## src/rtl/sport_pkg.sv

```systemverilog
// Package: shared types and default sizes for the converter serial port.
package sport_pkg;
    // Default width of a conversion result.
    localparam int unsigned RESULT_W_DEF = 16;

    // Interface style latched at the convert edge.
    typedef enum logic {
        MODE_GATED = 1'b0,
        MODE_CHAIN = 1'b1
    } port_mode_e;
endpackage

```

## src/rtl/sport_edge.sv

```systemverilog
// Module: single-polarity edge detector for a pin sampled on the system clock.
// Assumes the pin is already synchronous to clk. RISING picks the polarity.
module sport_edge #(
    parameter bit RISING = 1'b1
) (
    input  logic clk,
    input  logic rst_n,
    input  logic lvl,
    output logic pulse
);
    logic lvl_q;

    // Hold last cycle's level for comparison.
    always_ff @(posedge clk) begin
        if (!rst_n) lvl_q <= 1'b0;
        else        lvl_q <= lvl;
    end

    generate
        if (RISING) begin : g_rise
            assign pulse = lvl & ~lvl_q;
        end else begin : g_fall
            assign pulse = ~lvl & lvl_q;
        end
    endgenerate
endmodule

```

## src/rtl/sport_mode.sv

```systemverilog
// Module: conversion and mode state of the serial port.
// Latches the interface style and the start-bit choice and tracks whether a
// conversion runs and whether a result is ready. It also records whether a
// gated read has been closed. Assumes conv_done is a one-cycle pulse.
module sport_mode
    import sport_pkg::*;
(
    input  logic       clk,
    input  logic       rst_n,
    input  logic       cnv_rise,
    input  logic       sdi,
    input  logic       sck,
    input  logic       sel_act,
    input  logic       sel_off,
    input  logic       conv_done,
    output port_mode_e mode,
    output logic       busy,
    output logic       converting,
    output logic       valid,
    output logic       closed,
    output logic       load
);
    logic start_ok;

    // Only a convert edge outside a conversion is honoured.
    assign start_ok = cnv_rise & ~converting;
    // Completion counts only while a conversion runs.
    assign load     = conv_done & converting;

    // Latch the mode at the start of a conversion.
    always_ff @(posedge clk) begin
        if (!rst_n)        mode <= MODE_GATED;
        else if (start_ok) mode <= sdi ? MODE_GATED : MODE_CHAIN;
    end

    // Start-bit choice: from sck in cascade mode, from the select at completion in gated mode.
    always_ff @(posedge clk) begin
        if (!rst_n)                         busy <= 1'b0;
        else if (start_ok)                  busy <= ~sdi & sck;
        else if (load && mode == MODE_GATED) busy <= sel_act;
    end

    // Conversion in flight and result-ready flags.
    always_ff @(posedge clk) begin
        if (!rst_n) begin
            converting <= 1'b0;
            valid      <= 1'b0;
        end else if (start_ok) begin
            converting <= 1'b1;
            valid      <= 1'b0;
        end else if (load) begin
            converting <= 1'b0;
            valid      <= 1'b1;
        end
    end

    // A gated read ends for good once the select goes inactive.
    always_ff @(posedge clk) begin
        if (!rst_n)                                    closed <= 1'b0;
        else if (start_ok)                             closed <= 1'b0;
        else if (sel_off && valid && mode == MODE_GATED) closed <= 1'b1;
    end

    // the mode cannot change while a conversion is in flight.
    p_mode_hold_r8: assert property (@(posedge clk) disable iff (!rst_n)
        converting |=> $stable(mode));
endmodule

```

## src/rtl/sport_shift.sv

```systemverilog
// Module: result shift register with bit counter.
// Loads a result (plus an optional start bit) and moves one bit per enable.
// Fills from the serial input and reports when the framed length has been sent.
// Assumes load and shift_en never need to act in the same cycle; load wins.
module sport_shift #(
    parameter int unsigned W = 16
) (
    input  logic         clk,
    input  logic         rst_n,
    input  logic         load,
    input  logic         busy,
    input  logic         chain,
    input  logic         shift_en,
    input  logic         sdi,
    input  logic [W-1:0] result,
    output logic         bit_o,
    output logic         done
);
    localparam int unsigned CW = $clog2(W + 2);
    localparam logic [CW-1:0] LEN_PLAIN = CW'(W);
    localparam logic [CW-1:0] LEN_BUSY  = CW'(W + 1);

    logic [W:0]    sh;
    logic [CW-1:0] cnt;

    // Load a fresh result, or advance one bit with upstream fill.
    always_ff @(posedge clk) begin
        if (!rst_n) begin
            sh  <= '0;
            cnt <= '0;
        end else if (load) begin
            sh  <= {busy & chain, result};
            cnt <= '0;
        end else if (shift_en) begin
            sh <= {sh[W-1:0], sdi};
            if (cnt != LEN_BUSY) cnt <= cnt + CW'(1);
        end
    end

    // With a start bit the frame is one bit longer and taps one place higher.
    assign bit_o = busy ? sh[W] : sh[W-1];
    assign done  = cnt >= (busy ? LEN_BUSY : LEN_PLAIN);
endmodule

```

## src/rtl/sar_serial_port.sv

```systemverilog
// Module: top of the converter serial port mode logic.
// Samples the pins on clk, finds edges, and drives the pad data and enable
// for the gated and cascade styles. Assumes all pins are synchronous to clk.
module sar_serial_port
    import sport_pkg::*;
#(
    parameter int unsigned RESULT_W = RESULT_W_DEF
) (
    input  logic                clk,
    input  logic                rst_n,
    input  logic                cnv_i,
    input  logic                sdi_i,
    input  logic                sck_i,
    input  logic                conv_done_i,
    input  logic [RESULT_W-1:0] result_i,
    output logic                sdo_o,
    output logic                sdo_oe_o
);
    logic       cnv_rise, sck_fall, sel_off;
    logic       sel_act;
    port_mode_e mode_q;
    logic       busy_q, converting_q, valid_q, closed_q, load;
    logic       is_chain, shift_en, data_bit, frame_done;

    // Select is active when either the strobe or the data input is low.
    assign sel_act = ~cnv_i | ~sdi_i;

    sport_edge #(.RISING(1'b1)) u_cnv_edge (
        .clk(clk), .rst_n(rst_n), .lvl(cnv_i), .pulse(cnv_rise));
    sport_edge #(.RISING(1'b0)) u_sck_edge (
        .clk(clk), .rst_n(rst_n), .lvl(sck_i), .pulse(sck_fall));
    sport_edge #(.RISING(1'b0)) u_sel_edge (
        .clk(clk), .rst_n(rst_n), .lvl(sel_act), .pulse(sel_off));

    sport_mode u_mode (
        .clk(clk), .rst_n(rst_n), .cnv_rise(cnv_rise), .sdi(sdi_i),
        .sck(sck_i), .sel_act(sel_act), .sel_off(sel_off),
        .conv_done(conv_done_i), .mode(mode_q), .busy(busy_q),
        .converting(converting_q), .valid(valid_q), .closed(closed_q),
        .load(load));

    assign is_chain = (mode_q == MODE_CHAIN);

    // Shift on a falling edge once a result is ready; a gated read needs an open window.
    assign shift_en = sck_fall & valid_q &
                      (is_chain | (sel_act & ~closed_q & ~frame_done));

    sport_shift #(.W(RESULT_W)) u_shift (
        .clk(clk), .rst_n(rst_n), .load(load), .busy(busy_q),
        .chain(is_chain), .shift_en(shift_en), .sdi(sdi_i),
        .result(result_i), .bit_o(data_bit), .done(frame_done));

    // Pad control: cascade always drives; gated drives only inside an open read.
    always_comb begin
        if (is_chain) begin
            sdo_oe_o = 1'b1;
            sdo_o    = valid_q & data_bit;
        end else begin
            sdo_oe_o = valid_q & sel_act & ~closed_q & ~frame_done;
            sdo_o    = sdo_oe_o & data_bit;
        end
    end

    // gated mode keeps the pad released while converting.
    p_gated_quiet_r1: assert property (@(posedge clk) disable iff (!rst_n)
        (!is_chain && converting_q) |-> !sdo_oe_o);
    // active select at completion yields a driven low start bit next cycle.
    p_start_low_r3: assert property (@(posedge clk) disable iff (!rst_n)
        (load && !is_chain && sel_act) |=> (!sel_act || (sdo_oe_o && !sdo_o)));
    // a completed gated frame leaves the pad released.
    p_release_r5: assert property (@(posedge clk) disable iff (!rst_n)
        (!is_chain && frame_done && valid_q) |-> !sdo_oe_o);
    // a closed gated read never re-drives the pad.
    p_closed_r6: assert property (@(posedge clk) disable iff (!rst_n)
        (!is_chain && closed_q) |-> !sdo_oe_o);
    // cascade mode always drives the pad.
    p_chain_driven_r7: assert property (@(posedge clk) disable iff (!rst_n)
        is_chain |-> sdo_oe_o);
    // cascade output is low during a conversion.
    p_chain_low_r9: assert property (@(posedge clk) disable iff (!rst_n)
        (is_chain && converting_q) |-> !sdo_o);
endmodule

```

## config.mk

```make
export PLATFORM = sky130hd
export DESIGN_NAME = sar_serial_port
export DESIGN_NICKNAME = d
export VERILOG_FILES = /design/src/rtl/sport_pkg.sv /design/src/rtl/sport_edge.sv /design/src/rtl/sport_mode.sv /design/src/rtl/sport_shift.sv /design/src/rtl/sar_serial_port.sv
export SDC_FILE = /design/constraint.sdc
export NUM_CORES = 1
export LEC_CHECK = 0
export BUFFER_PORTS_ARGS = -buffer_cell sky130_fd_sc_hd__buf_4
export CORE_ASPECT_RATIO = 1.2
export CORE_MARGIN = 1.5
export CORE_UTILIZATION = 54
export DETAILED_ROUTE_END_ITERATION = 10
export PLACE_DENSITY = 0.77
export SLEW_MARGIN = 20
export SYNTH_ARGS = -nofsm -noshare
export SYNTH_HDL_FRONTEND = slang
export SYNTH_SLANG_ARGS = --single-unit
```

## constraint.sdc

```tcl
create_clock -name clk -period 2.19 [get_ports clk]
set_clock_uncertainty 0.05 [all_clocks]
set_input_delay 0.438 -clock clk [delete_from_list [all_inputs] [get_ports clk]]
set_output_delay 0.438 -clock clk [all_outputs]
set_load 0.01 [all_outputs]
```

==> results of run 1 <==
[power breakdown]
group          switching (uW)  internal, uW
Combinational            58.2          67.2
Clock                     175           121
Sequential               16.1           568
Total                     250           756
[per-stage QoR]
step | std cells | util (%) | instance area [um^2] | setup TNS, ns | worst slack (ns)
3_3_place_gp | 208 | 69.82 | 1627 | 0 | 0.08325
5_1_grt | 215 | 72.18 | 1682 | -0.2560 | -0.1682
4_1_cts | 215 | 72.18 | 1682 | -0.1206 | -0.09397
6_report | 215 | 72.18 | 1682 | -0.08717 | -0.07550
3_5_place_dp | 208 | 69.82 | 1627 | 0 | 0.03007
2_1_floorplan | 152 | - | 1364 | 0 | 0.2045
[area by class of cell]
class | instances | area share (%)
flip-flops and latches | 30 | 35.86
inverters | 3 | 0.6696
multi-input cells | 112 | 43.23
clock buffers | 7 | 2.679
repair buffers | 32 | 15.25
well taps | 31 | 2.307
[cells in the mapped netlist, types with 3 or more instances]
library cell / number / area, um^2
and2_1: 3 / 18.77
inv_1: 3 / 11.26
ha_1: 3 / 37.54
dfxtp_1: 30 / 600.6
clkbuf_1: 5 / 18.77
o21ai_1: 23 / 115.1
nor2_1: 3 / 11.26
nand2_1: 23 / 86.33
mux2i_1: 17 / 170.2
or3_1: 3 / 18.77
nand3_1: 4 / 20.02
a21oi_1: 7 / 35.03
[worst max-delay path, stage by stage (launching register included)]
cell and delay (ns):
dfxtp_2 0.33, inv_2 0.04, ha_1 0.11, or4b_4 0.48, o21ai_2 0.15, a21oi_1 0.08, nor2_1 0.12, buf_4 0.14
[worst paths after layout]
path	from	end	slack (ns)	cells past startpoint
worst max-delay path	u_shift.cnt[0]$_SDFFE_PP0P_	sdo_o	-0.08	7
worst min-delay path	result_i[2]	u_shift.sh[2]$_SDFFE_PN0P_	0.26	3
worst max register to register	u_shift.cnt[0]$_SDFFE_PP0P_	u_shift.cnt[4]$_SDFFE_PP0P_	0.14	8
worst min register to register	u_shift.sh[3]$_SDFFE_PN0P_	u_shift.sh[4]$_SDFFE_PN0P_	0.48	2
[layer usage]
metal | global-route usage (%) | routed length (um)
met3 | 7.990 | 134
met5 | 0 | 0
met1 | 24.39 | 1249
met2 | 38.75 | 1433
met4 | 8.571 | 24
[timing repair]
item / in CTS / in global routing
endpoints found under the hold margin: 0 / 0
gates resized for setup: 5 / 0
setup endpoints to repair: 2 / 6
pin swaps: 2 / 1
[kinds of logic (layout without fill, tap and decap cells)]
kind of cell / after synthesis / count (layout)
AO/OA/AOI/OAI: 42 / 42
buffers and inverters: 10 / 42
adder cells (fa/ha/maj): 3 / 3
AND/OR/NAND/NOR: 50 / 50
flip-flops: 30 / 30
multiplexers: 17 / 17
==> metrics.txt, run 1 <==
TritonCTS clock tree done; count of final hold-check violations 0; Final Max Tran Viols 0; Vias/cell 5.526; biggest regs u_shift.sh: 17 flops, u_shift.cnt: 5 flops; CTS buffer count 5; Simple-Gate Fraction of Synth Area between 20 and 25%; final net count around 210; complex-gate fraction of the synthesized area 17.71%; area share of fa/ha/maj cells after synthesis 2.752%; minimum clock period 2.265 ns; die area roughly 2800 um^2; Register Area 603.1 um^2; Routed Antenna Nets 0; Post-Syn Nets about 180; failing checks setup timing; total of fill cells in the finished design ~200; Initial Util about three fifths; First-pass DRT Iterations 4; Max-cap violations 0; first-pass GRT wire length 4754 um; Synth Area in XOR/XNOR 0%; Syn Inst Count 152; Req. time, crit path around 1.7 ns; Cell variety after synth 34; Final WS setup -0.07550 ns; DRT iter0 DRCs 29; Max clock buf depth 2; CTS clk-pin slew, worst paths 0.09 ns; Die W between 40 and 50 um; Mean Syn Cell Area 8.972 um^2; Synth async-reset ratio 0%; VDD IR-drop max 0.5058 mV; antenna cells 0; Max-slew headroom 62.79%; via count roughly 1200; max reg flops 17; cell leakage power 0.0007844 uW; Largest Register u_shift.sh; Port Buffers 23; largest net degree at the start of global routing 26; WL per Instance 13.21 um; grt ovf 0; initial antenna violation count 0; crit path launch type flop; mux contribution to synthesized area 12.48%; Final setup viols 2; GRT Total Usage between 20 and 25%; crit end category output pin; Crit Path Class reg2out; critical path arrival between 1.5 and 2 ns; period utilization 103.4%; CTS Hold Bufs 0; Area Overhead vs Synth 23.30%; clock latency on the worst-skew pair approximately 0.33 ns; post-CTS setup buffer count 0; synth warn 0; flops & latches, synth 30; RePlAce Congestion 0.8037; IO Count 24; Die H 58.05 um; status finished with violations; Cell Rows 19; pin slew with the least headroom to its limit 0.5582 ns; crit path max fanout 2; Root Buffer clkbuf_4; EDFF count, synth 0; Detailed Route WL approximately 2800 um; FMAX ~0.44 GHz; dominant combinational cell family by area after synthesis simple AND/OR/NAND/NOR gates; vias in the first global route around 1100; Most used DFF post-synth dfxtp_1; unrepaired setup endpoints after global routing yes; area of the multi-input gates 726.9 um^2; HP Class in2reg; PD cells 597.8 nW/um^2; share of cells above drive strength 1 25.00%; most frequent cells in the layout 30 x buf_4, 28 x dfxtp_1, 23 x nand2_1; Final Power 1005 uW; sequential fraction of the synthesis area 44.04%; Synth Cell Area 1364 um^2; H-tree Lvls 2; core footprint 2330 um^2; # DRC 0; most common cell after layout, fill and taps aside buf_4; DP HPWL 2035 um; Hold WS 0.2573 ns; CTS Sinks 30
Power figures use the tool's default switching activity.
==> inputs of run 2 (changes only) <==
--- a/config.mk
+++ b/config.mk
@@ -8,9 +8,9 @@
 export BUFFER_PORTS_ARGS = -buffer_cell sky130_fd_sc_hd__buf_4
 export CORE_ASPECT_RATIO = 1.2
 export CORE_MARGIN = 1.5
-export CORE_UTILIZATION = 54
+export CORE_UTILIZATION = 41
 export DETAILED_ROUTE_END_ITERATION = 10
-export PLACE_DENSITY = 0.77
+export PLACE_DENSITY_LB_ADDON = 0.2
 export SLEW_MARGIN = 20
 export SYNTH_ARGS = -nofsm -noshare
 export SYNTH_HDL_FRONTEND = slang
==> run 2 against run 1 <==
The flow still finishes with violations (setup timing). Worst setup slack got worse by 0.018 ns. Die area up 30%. Design area up 8.4%. Register-to-register slack worse by 0.14 ns. Critical path depth stayed put. Worst hold slack worse by 0.0033 ns. Count of clock-buffer cells in the layout fell by 2. Critical endpoint unchanged. Largest cell class unchanged.
==> metrics.txt, run 2 (synthesized netlist as in run 1, its figures left out) <==
area of the multi-input gates 764.5 um^2 (+5.2%); pin slew with the least headroom to its limit 0.6128 ns (+0.05459 ns); DP HPWL 2089 um (+2.7%); Worst Hold Depth 3 (unchanged); Final Power 1153 uW (+15%); # DRC 0 (unchanged); total of fill cells in the finished design 298 (+52%); minimum clock period 2.284 ns (+0.01832 ns); count of final hold-check violations 0 (unchanged); Cell Rows 22 (+3); Worst Reg-to-Reg Cells 8 (unchanged); TritonCTS clock tree done; Net Sw Power 277.0 uW (+11%); switch share 24.03% (-0.81 points); Max-cap violations 0 (unchanged); biggest regs u_shift.sh: 17 flops, u_shift.cnt: 5 flops; Detailed Route WL 3023 um (+6.4%); die area 3683 um^2 (+30%); crit end category output pin; first-pass GRT wire length 5292 um (+11%); Largest Register u_shift.sh; Max clock buf depth 2 (unchanged); Worst R2R End u_shift.cnt[0]$_SDFFE_PP0P_; Post-Route Setup TNS -0.1383 ns (-0.05112 ns); Post-Layout Cell Count 228 (+6.0%); crit path launch type flop; Req. time, crit path 1.70 ns (about the same); CTS clk-pin slew, worst paths 0.10 ns (about the same); Die H 66.18 um (+14%); unrepaired setup endpoints after global routing yes; share of cells above drive strength 1 31.25% (+6.3 points); final net count 216 (+3.3%); min-delay src result_i[7]; clock latency on the worst-skew pair 0.33 ns (about the same); grt ovf 0 (unchanged); cell leakage power 0.0008495 uW (+8.3%); GRT Total Usage 18.75% (-3.3 points); Root Buffer clkbuf_4; Crit Path Class reg2out; vias in the first global route 1220 (+12%); Flop pwr share 50.8% (-7.3 points); Area after DPL 1660 um^2 (+2.1%); max reg flops 17 (unchanged); DRT iter0 DRCs 20 (-31%); Vias/cell 5.364 (-2.9%); via count 1223 (+2.9%); largest net degree at the start of global routing 18 (-31%); Initial Util 43.85% (-15 points); WL per Instance 13.26 um (+0.34%); status finished with violations; CTS Sinks 30 (unchanged); HP Class in2reg; Area Overhead vs Synth 33.67%; initial antenna violation count 0 (unchanged); clock power share 37.7% (+8.2 points); Final Max Tran Viols 0 (unchanged); RePlAce Congestion 0.8234 (+2.5%); RR Startpoint u_shift.cnt[0]$_SDFFE_PP0P_; worst-case hold path end point u_shift.sh[7]$_SDFFE_PN0P_; Port Buffers 23 (unchanged); Die W 55.65 um (+14%); PD cells 632.4 nW/um^2 (+5.8%); critical path arrival 1.80 ns (+0.02 ns); CTS buffer count 5 (unchanged); Max-slew headroom 59.15% (-3.6 points); crit path max fanout 2 (unchanged); Logic pwr share 11.5% (-1.0 points); period utilization 104.3% (+0.84 points); Final setup viols 3 (+1); most common cell after layout, fill and taps aside buf_4; failing checks setup timing; setup slack, reg-to-reg 0 ns (-0.14 ns); IO Count 24 (unchanged); Int Pwr 875.8 uW (+16%); H-tree Lvls 2 (unchanged); Routed Antenna Nets 0 (unchanged); FMAX 0.4379 GHz (-0.80%); Final WS setup -0.09382 ns (-0.01832 ns); final design utilization 58.61% (-14 points); antenna cells 0 (unchanged); Register Area 603.1 um^2 (unchanged); VDD IR-drop max 0.5467 mV (+8.1%); First-pass DRT Iterations 4 (unchanged); core footprint 3110 um^2 (+34%); design area 1823 um^2 (+8.4%); most frequent cells in the layout 36 x buf_4, 28 x dfxtp_1, 23 x nand2_1; Cell Count Post-Placement 215 (+3.4%)
-- run 2: cell types whose count changed in the layout (fill, tap and decap cells not counted), sizes merged --
cell    before  now
clkinv       0    2
clkbuf       7    5
bufinv       0    1
buf         32   39
-- run 2: area by class of cell --
cell class | instances | area share (%)
multi-input cells | 112 | 41.94
clock inverters | 3 | 2.196
inverters | 3 | 0.6177
well taps | 36 | 2.471
flip-flops and latches | 30 | 33.08
clock buffers | 5 | 2.059
repair buffers | 39 | 17.64
-- run 2: timing repair --
action / in CTS / in global routing
pin swaps: 5 / 2
setup buffers: 1 / 4
gates resized for setup: 8 / 4
hold buffers: 0 / 0
setup endpoints to repair: 4 / 6
-- run 2: power groups by stage --
stage | Sequential (uW) | Combinational (uW) | Clock [uW]
after floorplan | 593 | 63.8 | 0
after detailed placement | 596 | 124 | 0
after CTS | 585 | 131 | 449
after global placement | 595 | 120 | 0
after global routing | 589 | 146 | 475
final | 585 | 132 | 435
-- run 2: worst max path at each step --
stage,to,slack (ns),cells after the start,from
2_1_floorplan,u_shift.cnt[4]$_SDFFE_PP0P_,0.20,7,u_shift.cnt[0]$_SDFFE_PP0P_
6_report,sdo_o,-0.09,7,u_shift.cnt[0]$_SDFFE_PP0P_
3_5_place_dp,u_shift.cnt[4]$_SDFFE_PP0P_,-0.002,8,u_shift.cnt[0]$_SDFFE_PP0P_
3_3_place_gp,u_shift.cnt[4]$_SDFFE_PP0P_,0.07,8,u_shift.cnt[0]$_SDFFE_PP0P_
4_1_cts,sdo_o,-0.12,6,u_mode.busy$_SDFFE_PN0P_
5_1_grt,sdo_o,-0.18,7,u_shift.cnt[0]$_SDFFE_PP0P_
-- run 2: per-stage QoR --
| step | hold WS (ns) | worst slack (ns) |
|---|---|---|
| after floorplan | 0.4310 | 0.2045 |
| final | 0.2540 | -0.09382 |
| after global routing | 0.2414 | -0.1760 |
| after detailed placement | 0.4648 | -0.002299 |
| after CTS | 0.2433 | -0.1152 |
| after global placement | 0.4511 | 0.06519 |
-- run 2: layer usage --
metal | GRT usage (%) | share of wire [%] | up-vias
li1 | - | - | 625
met1 | 20.94 | 44 | 557
met2 | 31.40 | 48 | 32
met3 | 6.067 | 5.4 | 9
met4 | 10.67 | 2.6 | 0
met5 | 0 | 0 | -
-- run 2: worst max-delay path: stages (launching register included) --
cell	delay, ns
dfxtp_2	0.33
inv_2	0.06
ha_4	0.11
or4b_4	0.49
o21ai_4	0.16
a21oi_1	0.08
nor2_1	0.11
buf_4	0.13
==> inputs of run 3 (changes only) <==
--- a/config.mk
+++ b/config.mk
@@ -10,7 +10,7 @@
 export CORE_MARGIN = 1.5
 export CORE_UTILIZATION = 41
 export DETAILED_ROUTE_END_ITERATION = 10
-export PLACE_DENSITY_LB_ADDON = 0.2
+export PLACE_DENSITY = 0.7
 export SLEW_MARGIN = 20
 export SYNTH_ARGS = -nofsm -noshare
 export SYNTH_HDL_FRONTEND = slang
==> run 3 against run 2 <==
The run still ends with setup timing left. First-iteration DRC count decreased by 15%. Worst hold slack got worse by 0.0077 ns. Register-to-register slack got worse by 0.09 ns. Sequential cell count unchanged. Non-clock buffer count increased by 2. Critical path depth unchanged. Maximum frequency decreased by 0.16%. Count of clock-buffer cells in the layout increased by 2. Combinational power about the same. Clock power decreased by 21%. Via count increased by 0.74%. Highest routed layer unchanged.
==> metrics.txt, run 3 (synthesized netlist as in run 1, its figures left out) <==
Area Overhead vs Synth 34.77%; Die H 66.18 um (unchanged); minimum clock period 2.288 ns (+0.003748 ns); status finished with violations; crit end category output pin; Cell Rows 22 (unchanged); First-pass DRT Iterations 4 (unchanged); switch share 25.36% (+1.3 points); Worst Hold Depth 3 (unchanged); Worst Reg-to-Reg Cells 8 (unchanged); Root Buffer clkbuf_4; Final setup viols 7 (+4); CTS buffer count 5 (unchanged); vias in the first global route 1107 (-9.3%); DRT iter0 DRCs 17 (-15%); count of final hold-check violations 0 (unchanged); CTS Sinks 30 (unchanged); most frequent cells in the layout 37 x buf_4, 28 x dfxtp_1, 23 x nand2_1; VDD IR-drop max 0.3675 mV (-33%); core footprint 3110 um^2 (unchanged); share of cells above drive strength 1 31.44% (+0.19 points); CTS Hold Bufs 0 (unchanged); Max-slew headroom 61.56% (+2.4 points); period utilization 104.5% (+0.17 points); RePlAce Congestion 0.7862 (-4.5%); CP max-delay cell or4b_4; # DRC 0 (unchanged); cell leakage power 0.0008593 uW (+1.2%); crit path launch type flop; final net count 218 (+0.93%); Int Pwr 795.6 uW (-9.2%); clock latency on the worst-skew pair 0.34 ns (about the same); Vias/cell 5.357 (-0.14%); Routed Antenna Nets 0 (unchanged); IO Count 24 (unchanged); initial antenna violation count 0 (unchanged); Crit Path Class reg2out; CTS clk-pin slew, worst paths 0.09 ns (about the same); max reg flops 17 (unchanged); Final WS setup -0.09757 ns (-0.003748 ns); RR Startpoint u_shift.cnt[0]$_SDFFE_PP0P_; Largest stage delay, worst path 0.49 ns (about the same); FMAX 0.4371 GHz (-0.16%); clock power share 32.4% (-5.3 points); Largest Register u_shift.sh; Req. time, crit path 1.70 ns (about the same); Worst R2R End u_shift.cnt[4]$_SDFFE_PP0P_; worst-case hold path end point u_shift.sh[12]$_SDFFE_PN0P_; Final Max Tran Viols 0 (unchanged); Net Sw Power 270.4 uW (-2.4%); Area after DPL 1668 um^2 (+0.45%); DP HPWL 2143 um (+2.6%); Max-cap violations 0 (unchanged); Max clock buf depth 2 (unchanged); Die W 55.65 um (unchanged); PD cells 580.0 nW/um^2 (-8.3%); unrepaired setup endpoints after global routing yes; Flop pwr share 55.0% (+4.2 points); worst-path cell chain inv_2 -> ha_4 -> or4b_4 -> o21ai_4 -> a21oi_1 -> nor2_1 -> buf_4; total of fill cells in the finished design 282 (-5.4%); critical path arrival 1.80 ns (about the same); Port Buffers 23 (unchanged); die area 3683 um^2 (unchanged); HP Class in2reg; crit path max fanout 2 (unchanged); TritonCTS clock tree done; via count 1232 (+0.74%); biggest regs u_shift.sh: 17 flops, u_shift.cnt: 5 flops; Logic pwr share 12.7% (+1.2 points); Initial Util 43.85% (unchanged); first-pass GRT wire length 4850 um (-8.4%); design area 1838 um^2 (+0.82%); largest net degree at the start of global routing 18 (unchanged); Final Power 1066 uW (-7.5%); setup slack, reg-to-reg -0.09 ns (-0.09 ns); GRT Total Usage 17.49% (-1.3 points); failing checks setup timing; H-tree Lvls 2 (unchanged); Detailed Route WL 3192 um (+5.6%); grt ovf 0 (unchanged); antenna cells 0 (unchanged); most common cell after layout, fill and taps aside buf_4; WL per Instance 13.88 um (+4.7%); min-delay src result_i[12]; pin slew with the least headroom to its limit 0.5766 ns (-0.03624 ns)
[run 3: area by class of cell]
| type | instances | area [um^2] | area share [%] |
|---|---|---|---|
| sequential | 30 | 603.1 | 32.81 |
| clock inverter | 1 | 5.005 | 0.2723 |
| inverter | 3 | 11.26 | 0.6127 |
| clock buffer | 7 | 55.05 | 2.995 |
| timing repair buffer | 41 | 354.1 | 19.26 |
| tap | 36 | 45.04 | 2.451 |
| multi-input combinational | 112 | 764.5 | 41.59 |
[run 3: how the worst max path moves through the flow]
stage                                      from                     endpoint  slack, ns  cells after the start
finish              u_shift.cnt[0]$_SDFFE_PP0P_                        sdo_o       -0.1                      7
detailed placement  u_shift.cnt[0]$_SDFFE_PP0P_  u_shift.cnt[4]$_SDFFE_PP0P_      0.006                      8
CTS                 u_shift.cnt[0]$_SDFFE_PP0P_                        sdo_o      -0.10                      7
global route        u_shift.cnt[0]$_SDFFE_PP0P_                        sdo_o      -0.17                      7
floorplan           u_shift.cnt[0]$_SDFFE_PP0P_  u_shift.cnt[4]$_SDFFE_PP0P_       0.20                      7
global placement    u_shift.cnt[0]$_SDFFE_PP0P_  u_shift.cnt[4]$_SDFFE_PP0P_       0.07                      8
[run 3: worst max-delay path: cells and delay by family, from the launching register on]
kind | cells | cell delay [ns]
AO/OA/AOI/OAI | 2 | 0.24
flip-flops | 1 | 0.34
buffers and inverters | 2 | 0.19
AND/OR/NAND/NOR | 2 | 0.59
adder cells (fa/ha/maj) | 1 | 0.11
[run 3: power by group through the flow]
stage,combinational (uW),clock (uW),sequential (uW)
5_1_grt,148,381,589
4_1_cts,130,355,585
3_5_place_dp,125,0,596
2_1_floorplan,63.8,0,593
6_report,135,345,586
3_3_place_gp,120,0,595
[run 3: repair_timing]
item                       CTS  global route
pin swaps                    1             3
buffers inserted             0             5
gates cloned                 0             1
hold endpoints to repair     0             0
resized for setup            7             5
setup endpoints to repair    3             6
[run 3: stage by stage]
step / TNS [ns] / std cells / utilization (%) / hold WS (ns) / worst slack (ns)
after floorplan: 0 / 152 / - / 0.4310 / 0.2045
after global placement: 0 / 216 / 53.62 / 0.4543 / 0.06550
after detailed placement: 0 / 216 / 53.62 / 0.4601 / 0.006034
after CTS: -0.1544 / 224 / 56.28 / 0.2363 / -0.1010
after global routing: -1.063 / 230 / 59.09 / 0.2469 / -0.1714
final: -0.3223 / 230 / 59.09 / 0.2463 / -0.09757
[run 3: layer usage]
layer  share of wire [%]  track usage [%]  up-vias
met3                 4.2            4.892        9
met4                 2.9            11.28        0
met2                  51            30.21       33
met5                   0                0        -
met1                  42            18.74      559
li1                    -                -      631
